<file path="src/rtl/mst_pkg.sv">
package mst_pkg;

  typedef enum logic [2:0] {
    ST_IDLE  = 3'd0,
    ST_HELD  = 3'd1,
    ST_WRITE = 3'd2,
    ST_READ  = 3'd3,
    ST_PASS  = 3'd4,
    ST_FAIL  = 3'd5
  } mst_state_e;

  localparam logic [2:0] LED_OFF  = 3'b000;
  localparam logic [2:0] LED_HELD = 3'b111;
  localparam logic [2:0] LED_PASS = 3'b010;
  localparam logic [2:0] LED_FAIL = 3'b100;

endpackage

</file>
<file path="src/rtl/mst_key_sync.sv">
module mst_key_sync #(
  parameter int STAGES = 2
) (
  input  logic clk,
  input  logic rst_n,
  input  logic key_n,
  output logic held
);
  logic [STAGES-1:0] chain;

  genvar g;
  generate
    for (g = 0; g < STAGES; g++) begin : g_stage
      if (g == 0) begin : g_first
        always_ff @(posedge clk) begin
          if (!rst_n) chain[g] <= 1'b1;
          else        chain[g] <= key_n;
        end
      end else begin : g_next
        always_ff @(posedge clk) begin
          if (!rst_n) chain[g] <= 1'b1;
          else        chain[g] <= chain[g-1];
        end
      end
    end
  endgenerate

  assign held = ~chain[STAGES-1];
endmodule

</file>
<file path="src/rtl/mst_lfsr.sv">
module mst_lfsr #(
  parameter int              W    = 32,
  parameter logic [W-1:0]    SEED = 32'h5EED_0001,
  parameter logic [W-1:0]    MASK = 32'hA300_0000
) (
  input  logic         clk,
  input  logic         rst_n,
  input  logic         load,
  input  logic         adv,
  output logic [W-1:0] word
);
  logic [W-1:0] nxt;

  always_comb begin
    nxt = word >> 1;
    if (word[0]) nxt = nxt ^ MASK;
  end

  always_ff @(posedge clk) begin
    if (!rst_n)    word <= SEED;
    else if (load) word <= SEED;
    else if (adv)  word <= nxt;
  end
endmodule

</file>
<file path="src/rtl/mst_blink.sv">
module mst_blink #(
  parameter int DIV = 25_000_000
) (
  input  logic clk,
  input  logic rst_n,
  input  logic run,
  output logic phase
);
  localparam int CW = (DIV > 1) ? $clog2(DIV) : 1;
  localparam logic [CW-1:0] LAST = CW'(DIV - 1);

  logic [CW-1:0] cnt;

  always_ff @(posedge clk) begin
    if (!rst_n || !run) begin
      cnt   <= '0;
      phase <= 1'b0;
    end else if (cnt == LAST) begin
      cnt   <= '0;
      phase <= ~phase;
    end else begin
      cnt <= cnt + 1'b1;
    end
  end
endmodule

</file>
<file path="src/rtl/mst_seq.sv">
module mst_seq
  import mst_pkg::*;
#(
  parameter int ADDR_W = 8,
  parameter int DATA_W = 32
) (
  input  logic              clk,
  input  logic              rst_n,
  input  logic              key_held,
  input  logic              mem_ready,
  input  logic              mem_rvalid,
  input  logic [DATA_W-1:0] mem_rdata,
  input  logic [DATA_W-1:0] gen_word,
  input  logic [DATA_W-1:0] chk_word,
  output logic              mem_we,
  output logic              mem_rd,
  output logic [ADDR_W-1:0] mem_addr,
  output logic [DATA_W-1:0] mem_wdata,
  output logic              gen_load,
  output logic              gen_adv,
  output logic              chk_load,
  output logic              chk_adv,
  output mst_state_e        state
);
  localparam logic [ADDR_W-1:0] LAST = '1;

  logic [ADDR_W-1:0] waddr, raddr, rcnt;
  logic              rd_done, fail_q;
  logic              wr_fire, rd_fire, rsp_take, mismatch;

  always_comb begin
    mem_we    = (state == ST_WRITE);
    mem_rd    = (state == ST_READ) && !rd_done;
    mem_addr  = (state == ST_WRITE) ? waddr : ((state == ST_READ) ? raddr : '0);
    mem_wdata = mem_we ? gen_word : '0;
    wr_fire   = mem_we && mem_ready && !key_held;
    rd_fire   = mem_rd && mem_ready && !key_held;
    rsp_take  = (state == ST_READ) && mem_rvalid && !key_held;
    mismatch  = rsp_take && (mem_rdata != chk_word);
    gen_load  = (state == ST_HELD) && !key_held;
    gen_adv   = wr_fire;
    chk_load  = wr_fire && (waddr == LAST);
    chk_adv   = rsp_take;
  end

  always_ff @(posedge clk) begin
    if (!rst_n) begin
      state   <= ST_IDLE;
      waddr   <= '0;
      raddr   <= '0;
      rcnt    <= '0;
      rd_done <= 1'b0;
      fail_q  <= 1'b0;
    end else if (key_held) begin
      state <= ST_HELD;
    end else begin
      unique case (state)
        ST_HELD: begin
          state  <= ST_WRITE;
          waddr  <= '0;
          fail_q <= 1'b0;
        end
        ST_WRITE: begin
          if (wr_fire) begin
            waddr <= waddr + 1'b1;
            if (waddr == LAST) begin
              state   <= ST_READ;
              raddr   <= '0;
              rcnt    <= '0;
              rd_done <= 1'b0;
            end
          end
        end
        ST_READ: begin
          if (rd_fire) begin
            raddr <= raddr + 1'b1;
            if (raddr == LAST) rd_done <= 1'b1;
          end
          if (rsp_take) begin
            rcnt <= rcnt + 1'b1;
            if (mismatch) fail_q <= 1'b1;
            if (rcnt == LAST) state <= (fail_q || mismatch) ? ST_FAIL : ST_PASS;
          end
        end
        default: state <= state;
      endcase
    end
  end
endmodule

</file>
<file path="src/rtl/mem_selftest_top.sv">
module mem_selftest_top
  import mst_pkg::*;
#(
  parameter int          ADDR_W    = 8,
  parameter int          DATA_W    = 32,
  parameter logic [31:0] SEED      = 32'h5EED_0001,
  parameter logic [31:0] MASK      = 32'hA300_0000,
  parameter int          BLINK_DIV = 25_000_000,
  parameter int          SYNC_STG  = 2
) (
  input  logic              clk,
  input  logic              rst_n,
  input  logic              start_n,
  input  logic              mem_ready,
  output logic              mem_we,
  output logic              mem_rd,
  output logic [ADDR_W-1:0] mem_addr,
  output logic [DATA_W-1:0] mem_wdata,
  input  logic              mem_rvalid,
  input  logic [DATA_W-1:0] mem_rdata,
  output logic [2:0]        led
);
  logic              key_held, gen_load, gen_adv, chk_load, chk_adv, blink;
  logic [DATA_W-1:0] gen_word, chk_word;
  mst_state_e        state;

  mst_key_sync #(.STAGES(SYNC_STG)) key_i (
    .clk(clk), .rst_n(rst_n), .key_n(start_n), .held(key_held)
  );

  mst_lfsr #(.W(DATA_W), .SEED(DATA_W'(SEED)), .MASK(DATA_W'(MASK))) gen_i (
    .clk(clk), .rst_n(rst_n), .load(gen_load), .adv(gen_adv), .word(gen_word)
  );

  mst_lfsr #(.W(DATA_W), .SEED(DATA_W'(SEED)), .MASK(DATA_W'(MASK))) chk_i (
    .clk(clk), .rst_n(rst_n), .load(chk_load), .adv(chk_adv), .word(chk_word)
  );

  mst_seq #(.ADDR_W(ADDR_W), .DATA_W(DATA_W)) seq_i (
    .clk(clk), .rst_n(rst_n), .key_held(key_held),
    .mem_ready(mem_ready), .mem_rvalid(mem_rvalid), .mem_rdata(mem_rdata),
    .gen_word(gen_word), .chk_word(chk_word),
    .mem_we(mem_we), .mem_rd(mem_rd), .mem_addr(mem_addr), .mem_wdata(mem_wdata),
    .gen_load(gen_load), .gen_adv(gen_adv), .chk_load(chk_load), .chk_adv(chk_adv),
    .state(state)
  );

  mst_blink #(.DIV(BLINK_DIV)) blink_i (
    .clk(clk), .rst_n(rst_n),
    .run((state == ST_WRITE) || (state == ST_READ)),
    .phase(blink)
  );

  always_comb begin
    unique case (state)
      ST_HELD:           led = LED_HELD;
      ST_WRITE, ST_READ: led = {blink, blink, 1'b0};
      ST_PASS:           led = LED_PASS;
      ST_FAIL:           led = LED_FAIL;
      default:           led = LED_OFF;
    endcase
  end
endmodule

</file>
<file path="config.mk">
export PLATFORM = sky130hd
export DESIGN_NAME = mem_selftest_top
export DESIGN_NICKNAME = d
export VERILOG_FILES = /design/src/rtl/mst_pkg.sv /design/src/rtl/mst_key_sync.sv /design/src/rtl/mst_lfsr.sv /design/src/rtl/mst_blink.sv /design/src/rtl/mst_seq.sv /design/src/rtl/mem_selftest_top.sv
export SDC_FILE = /design/constraint.sdc
export NUM_CORES = 1
export LEC_CHECK = 0
export ABC_AREA = 1
export BUFFER_PORTS_ARGS = -buffer_cell sky130_fd_sc_hd__clkbuf_2
export CAP_MARGIN = 20
export CORE_ASPECT_RATIO = 0.8
export CORE_MARGIN = 2
export CORE_UTILIZATION = 56
export DETAILED_ROUTE_END_ITERATION = 10
export PLACE_DENSITY_LB_ADDON = 0.25
export REMOVE_ABC_BUFFERS = 1
export SKIP_LAST_GASP = 1
export SLEW_MARGIN = 30
export SYNTH_ARGS = -nofsm -noshare
export SYNTH_HDL_FRONTEND = slang
export SYNTH_SLANG_ARGS = --single-unit
</file>
<file path="constraint.sdc">
create_clock -name clk -period 1.91 [get_ports clk]
set_input_delay 0.191 -clock clk [delete_from_list [all_inputs] [get_ports clk]]
set_output_delay 0.191 -clock clk [all_outputs]
set_load 0.01 [all_outputs]
</file>
# ---- Word-level counts from Yosys, hierarchy flattened
# Index checks and enable logic that the tools add are counted.
dict set report word_totals {
  regBits 121
  in_bits 37
  out_inout_bits 45
  elab_cells 104
}
dict set report op_classes {
  n_addsub 4
  n_eq_ne 22
  n_mux 29
  bitwise_logic 4
  n_reduce_logical 32
}
# op n
set op_table {}
lappend op_table {{two-way mux 32 bit} 3}
lappend op_table {{two-way mux 8 bit} 7}
lappend op_table {{case mux 8 bit (2 select lines)} 3}
lappend op_table {{inequality test 32 bit} 1}
lappend op_table {{adder 25 x 1 -> 25 bit, second input constant} 1}
lappend op_table {{== test 25 bit, second input constant} 1}
lappend op_table {{adder 8 x 1 -> 8 bit, second input constant} 3}
lappend op_table {{== test 8 bit, second input constant} 3}
lappend op_table {{AND reduction 5 bit} 4}
lappend op_table {{two-way mux 3 bit} 4}
lappend op_table {{inequality test 2 x 1 -> 1 bit, second input constant} 6}
lappend op_table {{case mux 3 bit (4 select lines)} 1}
lappend op_table {{logical AND 1 bit} 10}
lappend op_table {{case mux 3 bit (3 select lines)} 1}
lappend op_table {{two-way mux 1 bit} 8}
lappend op_table {{inverter 3 -> 4 bit} 2}
lappend op_table {{OR reduction 2 bit} 4}
lappend op_table {{== test 3 x 2 -> 1 bit, second input constant} 2}
lappend op_table {{== test 3 bit, second input constant} 2}
lappend op_table {{inequality test 3 x 2 -> 1 bit, second input constant} 2}
lappend op_table {{inequality test 3 bit, second input constant} 2}
lappend op_table {{AND reduction 6 bit} 1}
lappend op_table {{nonzero test 2 bit} 3}
lappend op_table {{inequality test 4 x 3 -> 1 bit, second input constant} 1}
lappend op_table {{10 further kinds} 16}

# ---- Depth between registers and ports, before layout
dict set report depth {
  depth_word 10
  depth_mapped 11
  mapped_depth_nobuf 11
}

# ---- Cells and area by module
# A second synthesis with hierarchy kept.
dict set report hier_totals {
  cells_unflattened 992
  hier_area_um2 6941.7
}
# mod n_inst cells_each area_per_inst_um2 seq_area_each_um2
set by_module_without_submodules {}
lappend by_module_without_submodules {mst_lfsr 2 182 1486.4 640.6}
lappend by_module_without_submodules {mst_seq 1 387 2351.0 580.6}
lappend by_module_without_submodules {mst_blink 1 223 1498.9 520.5}
lappend by_module_without_submodules {mem_selftest_top 1 11 60.1 0.0}
lappend by_module_without_submodules {mst_key_sync 1 7 58.8 40.0}

# ---- Worst setup path after synthesis
# OpenSTA, ideal clock, no wires.
dict set report synth_timing {
  kind {register to register}
  from {register blink_i.cnt[0]}
  to {register blink_i.cnt[12]}
  setup_time_ns 0.119
  t_arrival_ns 1.519
  t_required_ns 1.791
  setup_slack_ns 0.272
  stages_incl_launch_ff 8
  path_cell_list {dfxtp_1 -> ha_1 -> nand2_1 -> nor3_1 -> nand4_1 -> nand2_1 -> buf_2 -> nor3b_1}
}
dict set report synth_between {
  elab_chain_len 2
  elab_cells_between_ends 3
}
# item line_no
set synth_rtl {}
lappend synth_rtl {{start, declared} mst_blink.sv:12} ;# logic [CW-1:0] cnt;
lappend synth_rtl {{start signal, assigned} mst_blink.sv:22} ;# cnt <= cnt + 1'b1;
lappend synth_rtl {{branches (longest 2 deep; another with adder 25 x 1 -> 25 bit)} n/a}
# Parallel ways; which one is timed is not known.
# A chain may end at the register's enable or synchronous reset.

# ---- Worst setup path after layout
dict set report layout_timing {
  from {register seq_i.state[2]}
  to {output port mem_wdata[0]}
}
dict set report layout_between {
  elab_chain_len 2
}
# item line_no
set layout_rtl {}
lappend layout_rtl {{start, declared} mst_seq.sv:23} ;# output mst_state_e state
lappend layout_rtl {{start signal, assigned} mst_seq.sv:82} ;# if (rcnt == LAST) state <= (fail_q || mismatch) ? ST_FAIL : ST_PASS;
lappend layout_rtl {{start signal, assigned} mst_seq.sv:85} ;# default: state <= state;
lappend layout_rtl {{== test 3 x 2 -> 1 bit} mst_seq.sv:32} ;# mem_we = (state == ST_WRITE);
lappend layout_rtl {{two-way mux 32 bit} mst_seq.sv:35} ;# mem_wdata = mem_we ? gen_word : '0;
lappend layout_rtl {{end, declared} mem_selftest_top.sv:18} ;# output logic [DATA_W-1:0] mem_wdata,
# No other way between the ends.

==> flow_summary.rst <==
.. list-table::
   :header-rows: 1

   * - Metric
     - Value
   * - Drt first-iter violations
     - 541
   * - Clock Skew
     - 0.00913 ns
   * - Layout overhead on the synthesized area
     - 24.7%
   * - Achievable frequency
     - 502 MHz
   * - GRT Overall Usage
     - 27.0%
   * - Total of flip-flops plus latches after synthesis
     - 121
   * - Die H
     - 96.4 microns
   * - Final wirelength
     - 15000 microns
   * - Synth Area in Adders
     - 0.838%
   * - Total Die Area
     - 11500 sq um
   * - Via count
     - 5950
   * - Category of the worst setup path capture point
     - primary output
   * - Via count of the first global-routing pass
     - 5425
   * - Peak supply drop
     - 0.612 mV
   * - Mux contribution to synthesized area
     - 0%
   * - Ratio of total power to cell area
     - 872 nW/um^2
   * - Required arrival time at the worst endpoint
     - 1.72 ns
   * - Antenna fix cells
     - 0
   * - Crit-path max FO
     - 9
   * - PnR worst setup slack
     - -0.0829 ns
   * - Inserted Clock Buffers
     - 17
   * - Filler Cell Count
     - 840
   * - Largest area contributor in the synthesized netlist
     - sky130_fd_sc_hd__dfxtp_1
   * - Row Count
     - 33
   * - Number of synthesized flops with an enable pin
     - 0
   * - Number of hold-slack violations in the final timing report
     - 0
   * - Number of ports placed on the die boundary
     - 82
   * - Post-synthesis compound-gate area fraction
     - 14.2%
   * - Multi-input gate area
     - 2970 sq um
   * - Post-synthesis share of cell area spent on and, or, nand and nor gates
     - 29.8%
   * - Class of the most critical setup path
     - reg2out
   * - Failing checks
     - setup timing
   * - Distinct cell type count after synthesis
     - 36
   * - Number of antenna violations at the first check in global routing
     - 0
   * - Final non-filler cell total
     - 1155
   * - Half-perimeter wire length of the detailed placement result
     - 9630 microns
   * - Mean instance size in the synthesized netlist
     - 6.63 sq um
   * - Sequential-to-total area share from yosys stat
     - 40.5%
   * - Chip Width
     - 119 microns
   * - Post-layout net count
     - 1043
   * - GP Congestion
     - 0.893
   * - Most common cell in the synthesized netlist
     - sky130_fd_sc_hd__nand2_1
   * - Clock slew at reported path FFs
     - 0.05 ns
   * - First-pass GRT wire length
     - 25000 microns
   * - Main combinational cell family by area after synthesis
     - simple AND/OR/NAND/NOR gates
   * - Number of instances in the synthesized netlist
     - 901
   * - Arrival time worst endpoint
     - 1.80 ns
   * - Clock latency reported for the late side of the worst-skew pair
     - 0.42 ns
   * - Storage element area
     - 2430 sq um
   * - Transition at the pin with the smallest max-transition slack
     - 0.564 ns
   * - Starting density of the core
     - 57.9%
   * - Shortest period the worst path allows
     - 1.99 ns
   * - Port Buf Inserts
     - 81
   * - CTS tree
     - yes
   * - Number of detailed-route iterations in the first pass
     - 5
   * - Global-route congestion overflow total
     - 0
   * - Via-per-instance ratio
     - 5.15
   * - Setup repair after global routing missed its margin
     - true
   * - Core occupancy in the finished layout
     - 72.2%
   * - Parity-gate share of the synthesized area counting xor and xnor cells
     - 3.96%
   * - H-tree levels
     - 4
   * - Cell types occupying the most area after synthesis
     - sky130_fd_sc_hd__dfxtp_1 41%, sky130_fd_sc_hd__nand2_1 15%, sky130_fd_sc_hd__inv_1 8.4%
   * - Max transition margin
     - 62.1%
   * - Result of the run
     - complete, but fails checks
   * - Proportion of layout cells with a drive suffix above 1
     - 17.9%
   * - Maximum number of pins on one net before global-route repair
     - 58
   * - Proportion of netlist area held by the largest area contributor
     - 40.5%
   * - Max Cap Viol
     - 0
   * - DRC
     - 0
   * - Core region area
     - 10300 sq um
   * - Instance count after placement with tap cells included
     - 1109
   * - Fin. max-slew vios
     - 0
   * - Pleak
     - 0.00331 uW
   * - Clock Root Buffer
     - sky130_fd_sc_hd__clkbuf_16
   * - Final setup violation count
     - 20
   * - Primary flip-flop cell chosen by synthesis mapping
     - sky130_fd_sc_hd__dfxtp_1
   * - Cell Area, Synth
     - 5970 sq um
   * - Count of clock tree sinks
     - 121
   * - Type of the most critical hold path
     - in2reg
   * - Post-route ant nets
     - 0
   * - Detailed-route wire length per cell
     - 13.0 microns
   * - Share of the clock period used by the worst path
     - 104%
   * - Buffer depth of the longest clock path
     - 2
   * - Worst Setup Start Kind
     - register
   * - Commonest cells post-synth
     - 236 x sky130_fd_sc_hd__nand2_1, 134 x sky130_fd_sc_hd__inv_1, 121 x sky130_fd_sc_hd__dfxtp_1
   * - Share of flip-flops with an asynchronous set or reset
     - 0%
   * - Yosys synthesis warning count
     - 0
report_power, final:
| group | internal (uW) | switching (uW) | total (uW) |
|---|---|---|---|
| combinational | 299 | 436 | 735 |
| clock | 1940 | 1180 | 3120 |
| sequential | 2590 | 52.4 | 2640 |
| total | 4830 | 1670 | 6500 |
cell families after synthesis:
logic type / Yosys count
compound gates: 156
fa+ha+maj: 4
buf+inv: 166
xor+xnor: 27
simple gates: 427
flops: 121
critical path, cell delays in order, from the launching register on:
cell                         delay, ns
sky130_fd_sc_hd__dfxtp_4          0.36
sky130_fd_sc_hd__inv_4            0.06
sky130_fd_sc_hd__nand2_4          0.05
sky130_fd_sc_hd__nor2_4           0.13
sky130_fd_sc_hd__buf_6            0.13
sky130_fd_sc_hd__clkinvlp_4       0.12
sky130_fd_sc_hd__buf_12           0.16
sky130_fd_sc_hd__buf_16           0.14
sky130_fd_sc_hd__nor2_2           0.09
sky130_fd_sc_hd__buf_2            0.14
layer usage:
| layer | GRT usage (%) | wire length (microns) | up-vias |
|---|---|---|---|
| li1 | - | - | 3039 |
| met1 | 35.7 | 7010 | 2691 |
| met2 | 44.3 | 6790 | 190 |
| met3 | 5.99 | 866 | 30 |
| met4 | 9.31 | 298 | 0 |
| met5 | 0 | 0 | - |
per-stage QoR:
| stage | power (uW) | setup WS (ns) | setup TNS (ns) | hold slack [ns] | cell area, sq um |
|---|---|---|---|---|---|
| finish | 6500 | -0.0829 | -0.946 | 0.0854 | 7450 |
| global route | 6740 | -0.128 | -3.30 | 0.0965 | 7450 |
| CTS | 6460 | -0.0485 | -0.867 | 0.0700 | 7350 |
| detailed placement | 3290 | 0.139 | 0 | 0.382 | 6610 |
| global placement | 3280 | 0.179 | 0 | 0.390 | 6610 |
| floorplan | 3050 | -0.592 | -18.32 | 0.298 | 5860 |
cells in the final DEF (no fill, tap or decap), types with 4 or more instances in the layout:
cell,count
sky130_fd_sc_hd__clkbuf_2,59
sky130_fd_sc_hd__buf_6,4
sky130_fd_sc_hd__nand4_1,14
sky130_fd_sc_hd__o21ai_0,41
sky130_fd_sc_hd__a21oi_1,89
sky130_fd_sc_hd__buf_2,20
sky130_fd_sc_hd__nand3_1,33
sky130_fd_sc_hd__or2_2,5
sky130_fd_sc_hd__nor2_2,15
sky130_fd_sc_hd__nand2_1,235
sky130_fd_sc_hd__buf_12,7
sky130_fd_sc_hd__xor2_1,11
sky130_fd_sc_hd__nor2_4,4
sky130_fd_sc_hd__inv_1,131
sky130_fd_sc_hd__clkinv_2,7
sky130_fd_sc_hd__o211ai_1,13
sky130_fd_sc_hd__nor3b_1,6
sky130_fd_sc_hd__buf_4,16
sky130_fd_sc_hd__dfxtp_1,118
sky130_fd_sc_hd__nor2_1,91
sky130_fd_sc_hd__xnor2_1,16
sky130_fd_sc_hd__ha_1,4
sky130_fd_sc_hd__nor3_1,16
sky130_fd_sc_hd__inv_2,5
sky130_fd_sc_hd__clkbuf_16,17
flip-flops by register name, indices dropped and copies added, names as in the netlist:
signal	count
seq_i.state	3
seq_i.raddr	8
seq_i.rcnt	8
chk_i.word	32
blink_i.phase	1
seq_i.fail_q	1
gen_i.word	32
blink_i.cnt	25
key_i.chain	2
seq_i.waddr	8
seq_i.rd_done	1
final cells by class:
class / instances / area share (%)
inverter: 139 / 7.14
tap: 140 / 2.35
multi-input combinational: 614 / 39.9
clock buffer: 19 / 5.94
clock inverter: 13 / 1.73
sequential: 121 / 32.7
timing repair buffer: 109 / 10.3
final timing paths:
check	startpoint	endpoint	slack [ns]	cells after the start
setup / recovery	seq_i.state[2]$_SDFFE_PN0P_	mem_wdata[0]	-0.08	9
hold / removal	rst_n	seq_i.waddr[0]$_SDFFE_PN0P_	0.09	3
setup reg to reg	seq_i.state[2]$_SDFFE_PN0P_	gen_i.word[25]$_SDFFE_PP1P_	0.06	9
hold reg to reg	key_i.chain[0]$_SDFF_PN1_	key_i.chain[1]$_SDFF_PN1_	0.42	1
timing repair:
action	CTS	global route
endpoints found under the hold margin	1	0
pin swaps	1	1
gates resized for setup	18	45
setup endpoints to repair	38	58
buffers inserted	6	5
hold buffers	1	0
gates cloned	2	0
(Power assumes the default switching activity.)
